### config.mk
export PLATFORM = sky130hd
export DESIGN_NAME = lcd_rst_sel
export DESIGN_NICKNAME = d
export VERILOG_FILES = /design/src/rtl/lcd_rst_sel.sv
export SDC_FILE = /design/constraint.sdc
export NUM_CORES = 1
export LEC_CHECK = 0
export ABC_AREA = 1
export ABC_CLOCK_PERIOD_IN_PS = 2200
export BUFFER_PORTS_ARGS = -buffer_cell sky130_fd_sc_hd__buf_2
export CORE_ASPECT_RATIO = 1.4
export CORE_UTILIZATION = 53
export CTS_CLUSTER_DIAMETER = 80
export DETAILED_ROUTE_END_ITERATION = 12
export MAX_ROUTING_LAYER = met4
export PLACE_DENSITY = 0.94
export SLEW_MARGIN = 15
export SYNTH_ARGS = -nofsm -noshare
export SYNTH_HDL_FRONTEND = slang
export SYNTH_SLANG_ARGS = --single-unit
### constraint.sdc
create_clock -name clk_i -period 2.2 [get_ports clk_i]
set_clock_uncertainty 0.05 [all_clocks]
set_input_delay 0.11 -clock clk_i [delete_from_list [all_inputs] [get_ports clk_i]]
set_output_delay 0.11 -clock clk_i [all_outputs]
set_load 0.05 [all_outputs]
### src/rtl/lcd_rst_sel.sv
module lcd_rst_sel (
  input  logic       clk_i,
  input  logic       por_n_i,
  input  logic       rst_i,
  input  logic       cs_n_i,
  input  logic [1:0] caddr_i,
  input  logic       strap_addr_en_i,
  input  logic       strap_par_i,
  input  logic       cmd_valid_i,
  input  logic [3:0] cmd_op_i,
  input  logic [6:0] cmd_arg_i,
  input  logic       byte_done_i,
  output logic [1:0] wr_mode_o,
  output logic [6:0] data_ptr_o,
  output logic [2:0] mode_o,
  output logic [2:0] frame_div_o,
  output logic [2:0] byte_cnt_o,
  output logic       standby_o,
  output logic       proc_en_o,
  output logic       disp_off_o,
  output logic       addr_en_o,
  output logic       par_mode_o,
  output logic       busy_o,
  output logic       busy_oe_o
);

  logic       rst_s1, rst_s2, rst_q;
  logic [1:0] cmp_q;
  logic       fall, match, sel, accept;

  always_ff @(posedge clk_i or negedge por_n_i) begin
    if (!por_n_i) begin
      rst_s1 <= 1'b1;
      rst_s2 <= 1'b1;
      rst_q  <= 1'b1;
    end else begin
      rst_s1 <= rst_i;
      rst_s2 <= rst_s1;
      rst_q  <= rst_s2;
    end
  end

  assign fall      = rst_q & ~rst_s2;
  assign match     = ~addr_en_o | (caddr_i == cmp_q);
  assign sel       = ~cs_n_i & match;
  assign accept    = cmd_valid_i & sel & ~rst_s2;
  assign proc_en_o = ~rst_s2;
  assign busy_o    = ~rst_s2;
  assign busy_oe_o = sel;

  always_ff @(posedge clk_i or negedge por_n_i) begin
    if (!por_n_i) begin
      wr_mode_o   <= 2'b00;
      data_ptr_o  <= 7'd0;
      mode_o      <= 3'b000;
      frame_div_o <= 3'b000;
      byte_cnt_o  <= 3'd0;
      cmp_q       <= 2'b00;
      disp_off_o  <= 1'b1;
      standby_o   <= 1'b0;
      addr_en_o   <= 1'b0;
      par_mode_o  <= 1'b0;
    end else begin
      if (fall) begin
        addr_en_o  <= strap_addr_en_i;
        par_mode_o <= strap_par_i;
      end
      if (rst_s2) begin
        wr_mode_o   <= 2'b00;
        data_ptr_o  <= 7'd0;
        mode_o      <= 3'b000;
        frame_div_o <= 3'b000;
        byte_cnt_o  <= 3'd0;
        cmp_q       <= 2'b00;
        disp_off_o  <= 1'b1;
      end else begin
        if (byte_done_i) byte_cnt_o <= byte_cnt_o + 3'd1;
        if (accept) begin
          case (cmd_op_i)
            4'd0: wr_mode_o   <= cmd_arg_i[1:0];
            4'd1: data_ptr_o  <= cmd_arg_i;
            4'd2: mode_o      <= cmd_arg_i[2:0];
            4'd3: frame_div_o <= cmd_arg_i[2:0];
            4'd4: disp_off_o  <= 1'b0;
            4'd5: disp_off_o  <= 1'b1;
            4'd6: standby_o   <= 1'b1;
            4'd7: standby_o   <= 1'b0;
            4'd8: cmp_q       <= cmd_arg_i[1:0];
            default: ;
          endcase
        end
      end
    end
  end

endmodule


==> flow_summary_export.csv, run 1 <==
group,metric,value,unit
drt,wl,3.039,mm
drt,drcViolationCount,0,
placed_design,dpl_cell_area,0.001610,mm²
logic_synthesis,yosys.area_share.simple,36.34,%
critical_path,r2r-end,"frame_div_o[2]$_DFFE_PN0P_",
critical_path,start_kind,"flop",
critical_path,path_common_cell,"nand2_1",
logic_synthesis,synth-async-reset-ratio,100.0,%
floorplanning,fp.dieW,45.03,µm
drt,wl_per_cell,12.61,µm
floorplanning,io_pins,46,
logic_synthesis,yosys.area_share.adder,0.9107,%
finish,num-nets-final,230,
logic_synthesis,yosysTopAreaCell,"dfrtp_1",
power_and_ir_drop,power_switching,353.7,µW
logic_synthesis,synth_top_area_share,41.89,%
logic_synthesis,syn_avg_cell_area,8.640,µm²
finish,fill_cells,210,
flow_run,maxCapViolCount,0,
drt,first_iter_violations,43,
logic_synthesis,yosysMostFrequentCell,"nand2_1",
global_routing,antenna_found_initial,0,
logic_synthesis,ys_seq_area_share,49.54,%
cts,clkSlewWorstSetupHoldPaths,0.14,ns
floorplanning,die_h,62.24,µm
critical_path,worstSetupPathType,"reg -> out",
cts,cts_resized,0,
logic_synthesis,synth_edf_count,0,
sta,fin_ws,0.2735,ns
logic_synthesis,synth_area,0.001374,mm²
sta,drv_slew,0,
sta,rsz0062_at_grt,"no",
cts,hold_buffers,5,
sta,period_needed,1.927,ns
cts,cts_tree,"yes",
logic_synthesis,ys.flop_type,"dfrtp_1",
cts,root_buffer,"clkbuf_4",
placed_design,port_buffers,45,
finish,drive_gt1_share,32.85,%
cts,clock_sinks,27,
power_and_ir_drop,peakVddDrop,0.0004023,V
logic_synthesis,synth_seq_cells,27,
sta,setup_viol,0,
logic_synthesis,syn_nets,181,
critical_path,crit_arrival,1.77,ns
logic_synthesis,synth.area.top_cells,"dfrtp_1 42%, nand3_1 9.1%, nand2_1 8.5%",
cts,cts_max_path_buffers,2,
critical_path,critPathMaxStageDelay,0.43,ns
sta,worst_pin_slew,0.5774,ns
logic_synthesis,yosys.area_share.xor_xnor,0.6375,%
critical_path,cp_cell_sequence,"inv_1, nand2_1, nand2_1, nand2_1, a21oi_2, buf_2",
logic_synthesis,synth_top_family_by_area,"simple AND/OR/NAND/NOR gates",
logic_synthesis,ys_warn_count,0,
floorplanning,rows,21,
power_and_ir_drop,switching_share,34.93,%
floorplanning,die_area,0.002803,mm²
cts,clock_latency,0.33,ns
critical_path,critPathRequiredTime,2.04,ns
power_and_ir_drop,p_comb_share,24.9,%
critical_path,end_kind,"output port",
critical_path,r2r_cells,7,
power_and_ir_drop,power.total,1.013,mW
placed_design,gp_congestion,0.8346,
logic_synthesis,synthMuxAreaShare,1.639,%
logic_synthesis,synth_compound_area_share,2.641,%
placed_design,place_ws,0.6614,ns
logic_synthesis,synthCells,159,
finish,fin_area,0.001688,mm²
drt,drt.antenna.violating_nets,0,
power_and_ir_drop,clock_power_share,21.5,%
placed_design,hpwl,2.256,mm
global_routing,grt_usage,24.02,%
logic_synthesis,synth_common_cells,"31 x nand2_1, 25 x nand3_1, 23 x dfrtp_1",
status,status,"finished clean",
global_routing,grt_pass1_wl,5.057,mm
sta,relSlewSlack,61.50,%
sta,max_freq,519.1,MHz
sta,fin_setup_tns,0,ns
critical_path,cp_slowest_cell,"a21oi_2",
power_and_ir_drop,p_per_area,599.9,mW/mm²
logic_synthesis,synth_cell_type_count,24,
power_and_ir_drop,p_int,658.8,µW
cts,cts_setup_buffers,0,
global_routing,grt_pass1_vias,1183,
global_routing,gr-total-overflow,0,
sta,hold_violations,0,
worst_hold_path,hold_end,"data_ptr_o[6]$_DFFE_PN0P_",
critical_path,crit_fanout,13,
cts,ctsHtreeMaxLevel,1,
global_routing,grt_max_degree,28,
floorplanning,start_util,56.83,%
sta,finalCritPeriodShare,87.57,%
power_and_ir_drop,seqPwrFrac,53.5,%
drt,drt-vias-per-instance,5.320,
worst_hold_path,min_path_cells,5,
sta,holdWs,0.02605,ns
power_and_ir_drop,p_leak,0.9493,nW
critical_path,reg2reg_slack,0.73,ns
finish,insertedDiodeCount,0,
worst_hold_path,hold_start,"cmd_arg_i[6]",
drt,dr.pass1.iters,4,
critical_path,reg2reg_from,"cmp_q[0]$_DFFE_PN0P_",
drt,dr_total_vias,1282,
finish,syn_to_final_growth,22.86,%
floorplanning,coreArea,0.002417,mm²
cts,cts_made_buffers,3,
worst_hold_path,worstHoldPathType,"in -> reg",
==> through the flow <==
stage | std cells | util [%]
3_3_place_gp | 232 | 66.61
4_1_cts | 241 | 69.82
2_1_floorplan | 159 | -
5_1_grt | 241 | 69.82
3_5_place_dp | 232 | 66.61
6_report | 241 | 69.82
==> cell families after synthesis <==
kind of cell,after synthesis
AO/OA/AOI/OAI,6
AND/OR/NAND/NOR,95
multiplexers,2
adder cells (fa/ha/maj),1
flip-flops,27
buffers and inverters,27
XOR/XNOR,1
==> cell type report <==
type	instances	area [µm²]	area share, %
clock buffers	3	22.52	1.334
clock inverters	1	5.005	0.2965
inverters	20	75.07	4.448
multi-input cells	105	579.3	34.32
flip-flops and latches	27	680.7	40.33
well taps	34	42.54	2.520
repair buffers	51	282.8	16.75
==> worst max path at each step <==
| stage | start | end | cells after the start |
|---|---|---|---|
| 3_3_place_gp | cmp_q[0]$_DFFE_PN0P_ | busy_oe_o | 6 |
| 5_1_grt | cmp_q[0]$_DFFE_PN0P_ | busy_oe_o | 6 |
| 4_1_cts | cmp_q[1]$_DFFE_PN0P_ | busy_oe_o | 6 |
| 6_report | cmp_q[0]$_DFFE_PN0P_ | busy_oe_o | 6 |
| 2_1_floorplan | addr_en_o$_DFFE_PN0P_ | cmp_q[0]$_DFFE_PN0P_ | 4 |
| 3_5_place_dp | cmp_q[1]$_DFFE_PN0P_ | busy_oe_o | 6 |
==> power groups by stage <==
stage	Sequential, mW	Clock [mW]	Combinational, mW
6_report	0.542	0.218	0.252
5_1_grt	0.545	0.241	0.271
4_1_cts	0.542	0.217	0.253
3_5_place_dp	0.551	0	0.246
3_3_place_gp	0.550	0	0.242
2_1_floorplan	0.621	0	0.103
==> layer usage <==
metal / up-vias / part of all wire [%] / GRT usage, %
met4: 0 / 1.4 / 6.818
li1: 627 / - / -
met1: 604 / 41 / 29.54
met2: 45 / 54 / 40.94
met5: - / 0 / -
met3: 6 / 4.1 / 1.744
==> registers in the layout (all words and copies together), names as in the netlist, 2 cells and up <==
signal       flops
frame_div_o      3
wr_mode_o        2
cmp_q            2
mode_o           3
data_ptr_o       7
byte_cnt_o       3
==> worst max-delay path, delay by kind of cell, from the launching register on <==
family	cells	cell delay [ns]
buf+inv	2	0.42
simple gates	3	0.17
compound gates	1	0.43
flops	1	0.42
==> cell usage in the layout (no fill, tap or decap), types with 3 or more instances in the layout <==
master,synthesis,layout
dfrtp_1,23,23
buf_2,4,45
clkbuf_4,0,3
dfstp_2,4,4
nor2_1,12,12
dlygate4sd3_1,0,5
nand2_2,3,3
inv_1,18,18
nand2_1,31,31
nand4_1,17,17
nand3_1,25,25
Power figures use the tool's default switching activity.
==> run 2: changes to the inputs <==
RECOVER_POWER = 100   (was unset)
==> run 2 against run 1 <==
Via count fell by 2.1%; total power shrank 1.4%; highest routed layer unchanged; count of clock-buffer cells in the layout is the same; first-iteration DRC count is 14% higher; final cell count did not move; setup slack got worse by 0.0062 ns; core utilization shrank 1.3 points; critical path depth is the same; die area is the same; clock power shrank 3%; sequential share of layout area grew 0.76 points; global-route usage is the same.
==> flow_summary_export.csv, run 2 (synthesized netlist as in run 1, its figures left out) <==
group,metric,value,unit
finish,largest_reg_flops,7,
floorplanning,coreArea,0.002417,mm²
power_and_ir_drop,peakVddDrop,0.0004023,V
sta,worst_pin_slew,1.394,ns
sta,finalCritPeriodShare,87.85,%
worst_hold_path,worstHoldPathType,"in -> reg",
finish,mostFrequentLayoutCells,"32 x nand2_1, 25 x nand3_1, 23 x dfrtp_1, 23 x clkbuf_1, 19 x buf_2",
finish,mostFrequentLayoutCell,"nand2_1",
sta,relSlewSlack,7.093,%
global_routing,grt_usage,24.02,%
critical_path,cp_cell_sequence,"inv_1, nand2_1, nand2_1, nand2_1, a21oi_2, clkbuf_2",
flow_run,maxCapViolCount,0,
power_and_ir_drop,clock_power_share,21.1,%
power_and_ir_drop,p_leak,0.8622,nW
sta,rsz0062_at_grt,"no",
sta,hold_violations,0,
power_and_ir_drop,power.total,998.0,µW
cts,clkSlewWorstSetupHoldPaths,0.14,ns
finish,drive_gt1_share,20.77,%
drt,dr.pass1.iters,4,
global_routing,gr-total-overflow,0,
floorplanning,rows,21,
finish,top_register,"data_ptr_o",
sta,period_needed,1.933,ns
finish,insertedDiodeCount,0,
sta,max_freq,517.4,MHz
cts,cts_tree,"yes",
sta,setup_viol,0,
drt,dr_total_vias,1255,
drt,first_iter_violations,49,
global_routing,grt_max_degree,28,
floorplanning,fp.dieW,45.03,µm
cts,clock_latency,0.32,ns
critical_path,cp_slowest_cell,"a21oi_2",
power_and_ir_drop,p_int,651.3,µW
drt,wl,2.993,mm
cts,hold_buffers,5,
power_and_ir_drop,power_switching,346.6,µW
cts,root_buffer,"clkbuf_4",
power_and_ir_drop,p_comb_share,24.5,%
drt,wl_per_cell,12.42,µm
finish,num-nets-final,230,
global_routing,antenna_found_initial,0,
power_and_ir_drop,p_per_area,602.4,mW/mm²
drt,drt-vias-per-instance,5.207,
floorplanning,die_h,62.24,µm
cts,cts_made_buffers,3,
power_and_ir_drop,switching_share,34.73,%
global_routing,grt_pass1_wl,5.057,mm
global_routing,grt_pass1_vias,1183,
floorplanning,die_area,0.002803,mm²
critical_path,crit_fanout,13,
finish,syn_to_final_growth,20.58,%
floorplanning,io_pins,46,
cts,cts_max_path_buffers,2,
drt,drt.antenna.violating_nets,0,
floorplanning,start_util,56.83,%
critical_path,path_common_cell,"nand2_1",
sta,fin_setup_tns,0,ns
critical_path,worstSetupPathType,"reg -> out",
placed_design,hpwl,2.256,mm
critical_path,start_kind,"flop",
status,status,"finished clean",
cts,cts_resized,0,
placed_design,port_buffers,45,
drt,drcViolationCount,0,
critical_path,critPathMaxStageDelay,0.43,ns
cts,ctsHtreeMaxLevel,1,
power_and_ir_drop,seqPwrFrac,54.3,%
placed_design,gp_congestion,0.8346,
cts,cts_setup_buffers,0,
critical_path,crit_arrival,1.77,ns
critical_path,critPathRequiredTime,2.04,ns
critical_path,end_kind,"output port",
sta,drv_slew,0,
cts,clock_sinks,27,
==> run 2: cell count changes in the layout (fill, tap and decap cells not counted) <==
| cell | delta |
|---|---|
| buf_2 | -26 |
| clkbuf_1 | +23 |
| clkbuf_2 | +3 |
| dfstp_1 | +1 |
| dfstp_2 | -1 |
| nand2_1 | +1 |
| nand2_2 | -1 |
==> run 2: per-layer routing <==
layer  track usage, %  vias up  part of all wire, %
met5                -        -                    0
met4            6.818        0                  1.1
met3            1.744        4                  3.5
met2            40.94       35                   53
met1            29.54      590                   42
li1                 -      626                    -
==> run 2: worst paths after layout <==
kind                                 startpoint                   endpoint  slack (ns)  cells past startpoint
max                        cmp_q[0]$_DFFE_PN0P_                  busy_oe_o        0.27                      6
min                                cmd_arg_i[6]  data_ptr_o[6]$_DFFE_PN0P_        0.04                      5
max reg2reg                    rst_s2$_DFF_PN1_  data_ptr_o[5]$_DFFE_PN0P_        0.60                      5
min reg2reg                    rst_s1$_DFF_PN1_           rst_s2$_DFF_PN1_        0.34                      0
max in group asynchronous               por_n_i  data_ptr_o[3]$_DFFE_PN0P_        0.72                      2
min in group asynchronous               por_n_i   wr_mode_o[0]$_DFFE_PN0P_        0.57                      2
==> run 2: cell type report <==
| class | count | area (µm²) |
|---|---|---|
| fill | 219 | 760.7 |
| sequential | 27 | 680.7 |
| multi-input combinational | 105 | 576.8 |
| timing repair buffer | 51 | 254.0 |
| inverter | 20 | 75.07 |
| tap | 34 | 42.54 |
| clock buffer | 3 | 22.52 |
| clock inverter | 1 | 5.005 |
==> run 2: through the flow <==
step / cells / worst slack [ns] / instance area, µm² / util, % / hold slack [ns]
after floorplan: 159 / 0.8174 / 1374 / - / -0.2356
after global placement: 232 / 0.6977 / 1610 / 66.61 / 0.09266
after detailed placement: 232 / 0.6614 / 1610 / 66.61 / 0.09360
after CTS: 241 / 0.2865 / 1688 / 69.82 / 0.03485
after global routing: 241 / 0.1104 / 1657 / 68.53 / 0.03622
final: 241 / 0.2673 / 1657 / 68.53 / 0.04169
==> run 2: worst max-delay path, delay by kind of cell (launching register included) <==
kind | cells | cell delay (ns)
compound gates | 1 | 0.43
buf+inv | 2 | 0.43
flops | 1 | 0.42
simple gates | 3 | 0.17
==> run 2: power by group through the flow <==
stage	sequential [mW]	clock [mW]	combinational (mW)
2_1_floorplan	0.621	0	0.103
3_3_place_gp	0.550	0	0.242
3_5_place_dp	0.551	0	0.246
4_1_cts	0.542	0.217	0.253
5_1_grt	0.546	0.241	0.264
6_report	0.542	0.211	0.245
==> run 3: changes to the inputs <==
SETUP_SLACK_MARGIN = 0.5   (was unset)
==> run 3 against run 2 <==
Clock power hardly changed; non-clock buffer count increased by 2; sequential cell count unchanged; global-route usage rose by 0.66 points; combinational power grew 4%; total power up 0.81%; critical path depth decreased by 3; sequential share of layout area decreased by 0.40 points; final cell count rose by 0.83%; wire length increased by 4.6%; design area increased by 0.98%.
==> flow_summary_export.csv, run 3 (synthesized netlist as in run 1, its figures left out) <==
group,metric,value,unit
critical_path,timing.critical_path.buf_inv,3,
drt,drcViolationCount,0,
global_routing,grt_pass1_wl,5.188,mm
finish,top_register,"data_ptr_o",
sta,setup_viol,0,
finish,multiInputGateArea,581.8,µm²
global_routing,antenna_found_initial,0,
cts,ctsHtreeMaxLevel,1,
sta,hold_violations,0,
sta,relSlewSlack,5.439,%
drt,first_iter_violations,51,
finish,drive_gt1_share,20.10,%
cts,clock_latency,0.33,ns
cts,root_buffer,"clkbuf_4",
power_and_ir_drop,peakVddDrop,0.0003973,V
global_routing,gr-total-overflow,0,
drt,top_layer,"met4",
cts,clock_sinks,27,
floorplanning,rows,21,
placed_design,dpl_cell_area,0.001610,mm²
critical_path,cp_cell_sequence,"inv_1, buf_4, clkbuf_1",
placed_design,place_ws,0.6614,ns
finish,regArea,680.7,µm²
drt,drt.antenna.violating_nets,0,
sta,fin_setup_tns,0,ns
drt,met2WireLength,1.678,mm
cts,cts_made_buffers,3,
critical_path,crit_arrival,1.53,ns
drt,wl,3.131,mm
sta,rsz0062_at_grt,"no",
placed_design,hpwl,2.256,mm
global_routing,grt_pass1_vias,1227,
critical_path,start_kind,"flop",
sta,drv_slew,0,
cts,cts_tree,"yes",
drt,route.met3.wl,100,µm
finish,utilization,69.20,%
sta,finalCritPeriodShare,76.90,%
global_routing,grt_max_degree,28,
critical_path,path_delay_family,"buffers and inverters",
power_and_ir_drop,p_per_area,601.4,mW/mm²
critical_path,critPathRequiredTime,2.04,ns
placed_design,port_buffers,45,
drt,met1_length,1.311,mm
placed_design,gp_congestion,0.8346,
worst_hold_path,worstHoldPathType,"in -> reg",
finish,fin_area,0.001673,mm²
floorplanning,coreArea,0.002417,mm²
floorplanning,io_pins,46,
status,status,"finished clean",
finish,mostFrequentLayoutCells,"33 x nand2_1, 26 x clkbuf_1, 25 x nand3_1",
floorplanning,die_area,0.002803,mm²
finish,syn_to_final_growth,21.77,%
critical_path,worstSetupPathType,"reg -> out",
sta,period_needed,1.692,ns
sta,fin_ws,0.5082,ns
floorplanning,fp.dieW,45.03,µm
drt,wl_per_cell,12.88,µm
drt,drt-vias-per-instance,5.317,
critical_path,crit_fanout,23,
floorplanning,die_h,62.24,µm
sta,worst_pin_slew,1.418,ns
cts,cts_max_path_buffers,2,
finish,largest_reg_flops,7,
cts,clkSlewWorstSetupHoldPaths,0.14,ns
finish,insertedDiodeCount,0,
power_and_ir_drop,p_leak,0.8650,nW
finish,fill_cells,218,
drt,dr_total_vias,1292,
critical_path,end_kind,"output port",
critical_path,critPathMaxStageDelay,0.50,ns
finish,mostFrequentLayoutCell,"nand2_1",
sta,max_freq,591.1,MHz
drt,dr.pass1.iters,4,
critical_path,cp_slowest_cell,"clkbuf_1",
finish,num-nets-final,232,
global_routing,grt_usage,24.67,%
flow_run,maxCapViolCount,0,
floorplanning,start_util,56.83,%
run 3: area by class of cell:
class	instances	share of cell area, %
well taps	34	2.543
inverters	20	4.488
clock inverters	1	0.2992
multi-input cells	105	34.78
clock buffers	3	1.346
flip-flops and latches	27	40.69
repair buffers	53	15.86
run 3: per-stage QoR:
stage | total power [mW] | std cells | hold slack [ns]
2_1_floorplan | 0.7245 | 159 | -0.2356
3_3_place_gp | 0.7914 | 232 | 0.09266
3_5_place_dp | 0.7964 | 232 | 0.09360
4_1_cts | 1.020 | 243 | 0.03485
5_1_grt | 1.058 | 243 | 0.03616
6_report | 1.006 | 243 | 0.04137
run 3: metal layers:
| layer | GRT usage, % | up-vias |
|---|---|---|
| met2 | 42.39 | 36 |
| met1 | 30.12 | 614 |
| met3 | 1.744 | 9 |
| met5 | - | - |
| met4 | 6.818 | 0 |
| li1 | - | 633 |
run 3: where the power goes:
| group | leakage (nW) | total, mW | switching, mW | internal (mW) |
|---|---|---|---|---|
| Combinational | 0.498 | 0.254 | 0.189 | 0.0643 |
| Clock | 0.0177 | 0.212 | 0.143 | 0.0683 |
| Sequential | 0.350 | 0.541 | 0.0178 | 0.523 |
| Total | 0.865 | 1.01 | 0.351 | 0.655 |
run 3: path summary, 6_finish.rpt:
check                                     startpoint                   endpoint  cells past startpoint  slack, ns
worst max-delay path                rst_s2$_DFF_PN1_                     busy_o                      3       0.51
worst min-delay path                    cmd_arg_i[6]  data_ptr_o[6]$_DFFE_PN0P_                      5       0.04
worst max register to register  cmp_q[1]$_DFFE_PN0P_  data_ptr_o[4]$_DFFE_PN0P_                      9       0.62
worst min register to register      rst_s1$_DFF_PN1_           rst_s2$_DFF_PN1_                      0       0.33
max in group asynchronous                    por_n_i  byte_cnt_o[0]$_DFFE_PN0P_                      2       0.70
min in group asynchronous                    por_n_i       cmp_q[0]$_DFFE_PN0P_                      2       0.58
run 3: repair_timing:
action,CTS,global route
endpoints found under the hold margin,27,0
setup endpoints to repair,3,0
setup buffers,2,0
hold buffers,5,0
resized for setup,2,0
run 3: tightest hold or removal path, delay by kind of cell:
kind | cells | cell delay, ns
buf+inv | 2 | 0.13
simple gates | 3 | 0.15
